### config.mk
export PLATFORM = sky130hd
export DESIGN_NAME = intra_pred
export DESIGN_NICKNAME = d
export VERILOG_FILES = /design/src/rtl/intra_pred_pkg.sv /design/src/rtl/ip_nbr_store.sv /design/src/rtl/ip_dc_calc.sv /design/src/rtl/ip_raster.sv /design/src/rtl/ip_pix_gen.sv /design/src/rtl/intra_pred.sv
export SDC_FILE = /design/constraint.sdc
export NUM_CORES = 1
export LEC_CHECK = 0
export CAP_MARGIN = 40
export CORE_ASPECT_RATIO = 0.8
export CORE_MARGIN = 10
export CORE_UTILIZATION = 55
export DETAILED_ROUTE_END_ITERATION = 10
export PLACE_DENSITY = 0.78
export SYNTH_ARGS = -nofsm -noshare
export SYNTH_HDL_FRONTEND = slang
export SYNTH_SLANG_ARGS = --single-unit
### constraint.sdc
create_clock -name clk -period 33.5 [get_ports clk]
set_input_delay 6.7 -clock clk [delete_from_list [all_inputs] [get_ports clk]]
set_output_delay 6.7 -clock clk [all_outputs]
set_load 0.05 [all_outputs]
### src/rtl/intra_pred_pkg.sv
package intra_pred_pkg;
  typedef enum logic [1:0] {
    PM_DC   = 2'd0,
    PM_VERT = 2'd1,
    PM_HORZ = 2'd2,
    PM_GRAD = 2'd3
  } pred_mode_t;

  typedef enum logic [1:0] {
    ST_IDLE = 2'd0,
    ST_PREP = 2'd1,
    ST_EMIT = 2'd2
  } pred_state_t;
endpackage

### src/rtl/ip_nbr_store.sv
module ip_nbr_store #(
  parameter int MAX_N = 16,
  parameter int PW    = 8
) (
  input  logic                clk,
  input  logic                rst,
  input  logic                load,
  input  logic [MAX_N*PW-1:0] above_i,
  input  logic [MAX_N*PW-1:0] left_i,
  input  logic [PW-1:0]       corner_i,
  output logic [MAX_N*PW-1:0] above_q,
  output logic [MAX_N*PW-1:0] left_q,
  output logic [PW-1:0]       corner_q
);
  always_ff @(posedge clk) begin
    if (rst) begin
      above_q  <= '0;
      left_q   <= '0;
      corner_q <= '0;
    end else if (load) begin
      above_q  <= above_i;
      left_q   <= left_i;
      corner_q <= corner_i;
    end
  end
endmodule

### src/rtl/ip_dc_calc.sv
module ip_dc_calc #(
  parameter int MAX_N = 16,
  parameter int PW    = 8,
  localparam int LG_MAX = $clog2(MAX_N),
  localparam int LG_W   = $clog2(LG_MAX + 2),
  localparam int NB_W   = LG_MAX + 1,
  localparam int SUM_W  = PW + LG_MAX + 1
) (
  input  logic [MAX_N*PW-1:0] above_q,
  input  logic [MAX_N*PW-1:0] left_q,
  input  logic [LG_W-1:0]     lg,
  input  logic [NB_W-1:0]     n_blk,
  output logic [PW-1:0]       dc
);
  logic [SUM_W-1:0] acc;
  logic [SUM_W-1:0] rounded;
  logic [SUM_W-1:0] shifted;

  always_comb begin
    acc = '0;
    for (int k = 0; k < MAX_N; k++) begin
      if (k < int'(n_blk)) begin
        acc = acc + SUM_W'(above_q[k*PW +: PW]) + SUM_W'(left_q[k*PW +: PW]);
      end
    end
    rounded = acc + SUM_W'(n_blk);
    shifted = rounded >> (lg + LG_W'(1));
    dc      = shifted[PW-1:0];
  end
endmodule

### src/rtl/ip_raster.sv
module ip_raster #(
  parameter int MAX_N = 16,
  localparam int IDX_W = $clog2(MAX_N),
  localparam int NB_W  = IDX_W + 1
) (
  input  logic             clk,
  input  logic             rst,
  input  logic             clear,
  input  logic             advance,
  input  logic [NB_W-1:0]  n_blk,
  output logic [IDX_W-1:0] row,
  output logic [IDX_W-1:0] col,
  output logic             at_end
);
  logic [NB_W-1:0]  lim_w;
  logic [IDX_W-1:0] lim;

  assign lim_w  = n_blk - NB_W'(1);
  assign lim    = lim_w[IDX_W-1:0];
  assign at_end = (row == lim) && (col == lim);

  always_ff @(posedge clk) begin
    if (rst || clear) begin
      row <= '0;
      col <= '0;
    end else if (advance) begin
      if (col == lim) begin
        col <= '0;
        row <= row + IDX_W'(1);
      end else begin
        col <= col + IDX_W'(1);
      end
    end
  end
endmodule

### src/rtl/ip_pix_gen.sv
module ip_pix_gen
  import intra_pred_pkg::*;
#(
  parameter int MAX_N = 16,
  parameter int PW    = 8,
  localparam int IDX_W = $clog2(MAX_N),
  localparam int EXT_W = PW + 2
) (
  input  pred_mode_t          mode,
  input  logic [IDX_W-1:0]    row,
  input  logic [IDX_W-1:0]    col,
  input  logic [MAX_N*PW-1:0] above_q,
  input  logic [MAX_N*PW-1:0] left_q,
  input  logic [PW-1:0]       corner_q,
  input  logic [PW-1:0]       dc,
  output logic [PW-1:0]       pix
);
  logic [PW-1:0]           a_j;
  logic [PW-1:0]           l_i;
  logic signed [EXT_W-1:0] grad;
  logic [PW-1:0]           grad_clamped;

  assign a_j = above_q[col*PW +: PW];
  assign l_i = left_q[row*PW +: PW];

  always_comb begin
    grad = $signed({2'b00, l_i}) + $signed({2'b00, a_j}) - $signed({2'b00, corner_q});
    if (grad < 0)
      grad_clamped = '0;
    else if (grad > $signed({2'b00, {PW{1'b1}}}))
      grad_clamped = {PW{1'b1}};
    else
      grad_clamped = grad[PW-1:0];
  end

  always_comb begin
    unique case (mode)
      PM_DC:   pix = dc;
      PM_VERT: pix = a_j;
      PM_HORZ: pix = l_i;
      default: pix = grad_clamped;
    endcase
  end
endmodule

### src/rtl/intra_pred.sv
module intra_pred
  import intra_pred_pkg::*;
#(
  parameter int MAX_N = 16,
  parameter int PW    = 8,
  localparam int LG_MAX = $clog2(MAX_N),
  localparam int LG_W   = $clog2(LG_MAX + 2),
  localparam int IDX_W  = LG_MAX,
  localparam int NB_W   = LG_MAX + 1
) (
  input  logic                clk,
  input  logic                rst,
  input  logic                start,
  input  logic [1:0]          size_sel,
  input  logic [1:0]          mode_sel,
  input  logic [MAX_N*PW-1:0] above,
  input  logic [MAX_N*PW-1:0] left,
  input  logic [PW-1:0]       corner,
  input  logic                out_ready,
  output logic                out_valid,
  output logic [PW-1:0]       out_pix,
  output logic                out_last
);
  pred_state_t         st;
  pred_mode_t          mode_q;
  logic [LG_W-1:0]     lg_q;
  logic [LG_W-1:0]     lg_in;
  logic [NB_W-1:0]     n_blk;
  logic                busy_q;
  logic                accept_start;
  logic                take;
  logic                load_next;
  logic [MAX_N*PW-1:0] above_q;
  logic [MAX_N*PW-1:0] left_q;
  logic [PW-1:0]       corner_q;
  logic [PW-1:0]       dc;
  logic [PW-1:0]       pix_w;
  logic [IDX_W-1:0]    row;
  logic [IDX_W-1:0]    col;
  logic                at_end;

  always_comb begin
    unique case (size_sel)
      2'd0:    lg_in = LG_W'(2);
      2'd1:    lg_in = LG_W'(3);
      default: lg_in = LG_W'(LG_MAX);
    endcase
  end

  assign n_blk        = NB_W'(1) << lg_q;
  assign busy_q       = (st != ST_IDLE);
  assign accept_start = (st == ST_IDLE) && start;
  assign take         = out_valid && out_ready;
  assign load_next    = (st == ST_PREP) || ((st == ST_EMIT) && take && !out_last);

  ip_nbr_store #(.MAX_N(MAX_N), .PW(PW)) u_store (
    .clk(clk), .rst(rst), .load(accept_start),
    .above_i(above), .left_i(left), .corner_i(corner),
    .above_q(above_q), .left_q(left_q), .corner_q(corner_q)
  );

  ip_dc_calc #(.MAX_N(MAX_N), .PW(PW)) u_dc (
    .above_q(above_q), .left_q(left_q), .lg(lg_q), .n_blk(n_blk), .dc(dc)
  );

  ip_raster #(.MAX_N(MAX_N)) u_scan (
    .clk(clk), .rst(rst), .clear(accept_start), .advance(load_next),
    .n_blk(n_blk), .row(row), .col(col), .at_end(at_end)
  );

  ip_pix_gen #(.MAX_N(MAX_N), .PW(PW)) u_gen (
    .mode(mode_q), .row(row), .col(col), .above_q(above_q), .left_q(left_q),
    .corner_q(corner_q), .dc(dc), .pix(pix_w)
  );

  always_ff @(posedge clk) begin
    if (rst) begin
      st     <= ST_IDLE;
      mode_q <= PM_DC;
      lg_q   <= LG_W'(2);
    end else begin
      unique case (st)
        ST_IDLE: if (start) begin
          st     <= ST_PREP;
          mode_q <= pred_mode_t'(mode_sel);
          lg_q   <= lg_in;
        end
        ST_PREP: st <= ST_EMIT;
        default: if (take && out_last) st <= ST_IDLE;
      endcase
    end
  end

  always_ff @(posedge clk) begin
    if (rst) begin
      out_valid <= 1'b0;
      out_pix   <= '0;
      out_last  <= 1'b0;
    end else if (load_next) begin
      out_valid <= 1'b1;
      out_pix   <= pix_w;
      out_last  <= at_end;
    end else if (take && out_last) begin
      out_valid <= 1'b0;
      out_last  <= 1'b0;
    end
  end
endmodule

==> metrics.txt <==
register area share after synthesis=23.1%; Post-Synthesis Net Count=3660; Resize count post-CTS=0; CTS tree=done; routed vias/inst=6.10; GRT met2 Usage=49.4%; Pins Over Slew Limit=0; initial antenna violation count=6; # fillers=3852; # IOs=282; highest clock rate=0.0352 GHz; Max transition margin=35.6%; fin area=29300 um2; GRT overflow=0; WL/cell=23.0 um; Area after DPL=28300 um2; Core Footprint=44700 um2; Max clock buf depth=3; CTS Hold Bufs=0; antenna-violating nets left=0; RSZ-0062 raised after global routing=false; Cell variety after synth=96; Synth Area in XOR/XNOR=5.56%; GPL Wtd Cong=0.986; clk_skew=15.4 ps; CP Data Arrival Time=28880 ps; Final #Nets=3848; status=finished, final reports clean; most frequent cells in the layout=nand2_1, a21oi_1, inv_1, dfxtp_1, clkdlybuf4s50_1; share of the synthesized area in the top cell type=23.1%; Post-synth EDFFs=0; worst hold path type=flip-flop to flip-flop; synthesis warning total=0; IO Port Bufs=281; Post-synth top flop=dfxtp_1; later-pin clock latency in the skew report=610 ps; period utilization=84.7%; Worst Tran Pin Value=965 ps; Critical Path RT=33990 ps; M3 GR Usage=7.65%; Synth area leaders=dfxtp_1, fa_1, nand2_1; final core utilization=65.5%; Row Count=69; hpwl dp=73.5 mm; CP Launch Type=flip-flop; DIE AREA=54600 um2; htree depth=1; Ant. Diodes=0; DR vias=23800; Yosys reg bits=289; P&R area growth vs syn=16.7%; Cell Area, Synth=25100 um2; Sink Count=289; maximum VDD drop=55.7 uV; drt pass-1 iters=8; met1 GRT Util=45.3%; critical-path maximum fanout=17; largest family of logic cells by synthesized area=compound AO/OA/AOI/OAI gates; root buffer cell=clkbuf_16; Initial DRC Count=2741; Leak=0.0123 uW; largest net degree at the start of global routing=110; Setup crit end kind=flip-flop; setup repair bufs after CTS=0; max_cap viols=0; PwrDens=76.7 nW/um2; Reg clk slew, reported paths=60 ps; vias in the first global route=23200; CTS Buf Count=31; global-route wire length before repair=138 mm; highest-delay cell along the critical path=o21ai_0; Final setup viols=0; busiest grt layer=met2; Compound-Gate Fraction of Synth Area=19.7%; DRT Wirelength=90.0 mm; Synth area leader=dfxtp_1; syn avg cell area=8.11 um2; DRC=0; simple-gate area share of the yosys netlist=16.5%; Initial Util=56.1%; CP max stage delay=720 ps; power consumption=2250 uW; die height=211 um; total global-route track usage=32.3%; post-synthesis mux area share=9.39%; Die W=259 um; final hold violations=0; layout cells sized above 1=7.11%; Post-synth ARST share=0%; Gate Count Post-Synth=3094; Adder-Cell Fraction of Synth Area=19.1%; Tmin final=28380 ps; setup TNS=0 ps; most common cell after layout, fill and taps aside=nand2_1; critical path class=flip-flop to flip-flop
## power breakdown
part           switching, uW  internal (uW)  total [uW]
clock                    153            188         341
combinational            873            629        1500
sequential              35.6            368         404
total                   1060           1190        2250
## routing by layer
metal | up-vias | routed length (um)
met5 | - | 57
met4 | 8 | 2650
met3 | 166 | 10200
met2 | 1173 | 39200
met1 | 11600 | 38000
li1 | 10900 | -
## Yosys cell counts, types with 26 or more instances
| library cell | number |
|---|---|
| nand2_1 | 655 |
| xor2_1 | 39 |
| a21o_1 | 40 |
| inv_1 | 290 |
| nor2b_1 | 26 |
| o21ai_0 | 126 |
| clkbuf_1 | 133 |
| ha_1 | 149 |
| nor2_1 | 149 |
| o21a_1 | 48 |
| xnor2_1 | 80 |
| fa_1 | 145 |
| dfxtp_1 | 289 |
| a21oi_1 | 396 |
| nor3_1 | 37 |
| o21bai_1 | 33 |
| mux2i_1 | 28 |
| mux4_2 | 81 |
| a211oi_1 | 30 |
## flip-flops by register name, indices dropped and copies added, names as in the netlist
| signal | flops |
|---|---|
| u_store.corner_q | 8 |
| mode_q | 2 |
| lg_q | 3 |
| out_pix | 8 |
| out_last | 1 |
| u_store.above_q | 128 |
| out_valid | 1 |
| u_store.left_q | 128 |
| st | 2 |
| u_scan.col | 4 |
| u_scan.row | 4 |
## worst paths after layout
| kind | slack (ps) | startpoint | endpoint | cells past startpoint |
|---|---|---|---|---|
| worst max-delay path | 5120 | lg_q[0]$_SDFFE_PP0P_ | out_pix[4]$_SDFFE_PP0P_ | 116 |
| worst min-delay path | 470 | u_store.above_q[17]$_SDFFE_PP0P_ | u_store.above_q[17]$_SDFFE_PP0P_ | 2 |
| worst max register to register | 5120 | lg_q[0]$_SDFFE_PP0P_ | out_pix[4]$_SDFFE_PP0P_ | 116 |
| worst min register to register | 470 | u_store.above_q[17]$_SDFFE_PP0P_ | u_store.above_q[17]$_SDFFE_PP0P_ | 2 |
## worst max-delay path: cells and delay by family, from the launching register on
kind                     cells  cell delay (ps)
AND/OR/NAND/NOR             15             2920
XOR/XNOR                     7             1590
buffers and inverters       12             1190
AO/OA/AOI/OAI               49             8930
multiplexers                 1              280
flip-flops                   1              520
adder cells (fa/ha/maj)     32            12840
## cells by family after synthesis
| kind of cell | Yosys count |
|---|---|
| xor+xnor | 136 |
| compound gates | 813 |
| buf+inv | 444 |
| fa+ha+maj | 296 |
| simple gates | 985 |
| mux | 131 |
| flops | 289 |
## per-stage QoR
| stage | instances | setup WS [ps] | hold WS (ps) |
|---|---|---|---|
| final | 3907 | 5120 | 472 |
| after global routing | 3907 | 3250 | 501 |
| after CTS | 3907 | 5550 | 474 |
| after detailed placement | 3852 | 5650 | 464 |
| after global placement | 3849 | 6780 | 461 |
| after floorplan | 3094 | 8860 | 441 |
## layout make-up
type	instances	area (um2)	area share, %
multi-input cells	2361	17600	60.2
flip-flops and latches	289	5790	19.8
repair buffers	308	3030	10.4
inverters	291	1090	3.73
clock buffers	41	863	2.95
well taps	603	754	2.58
clock inverters	14	114	0.389
Note: power is estimated with default switching activity, not from simulation.
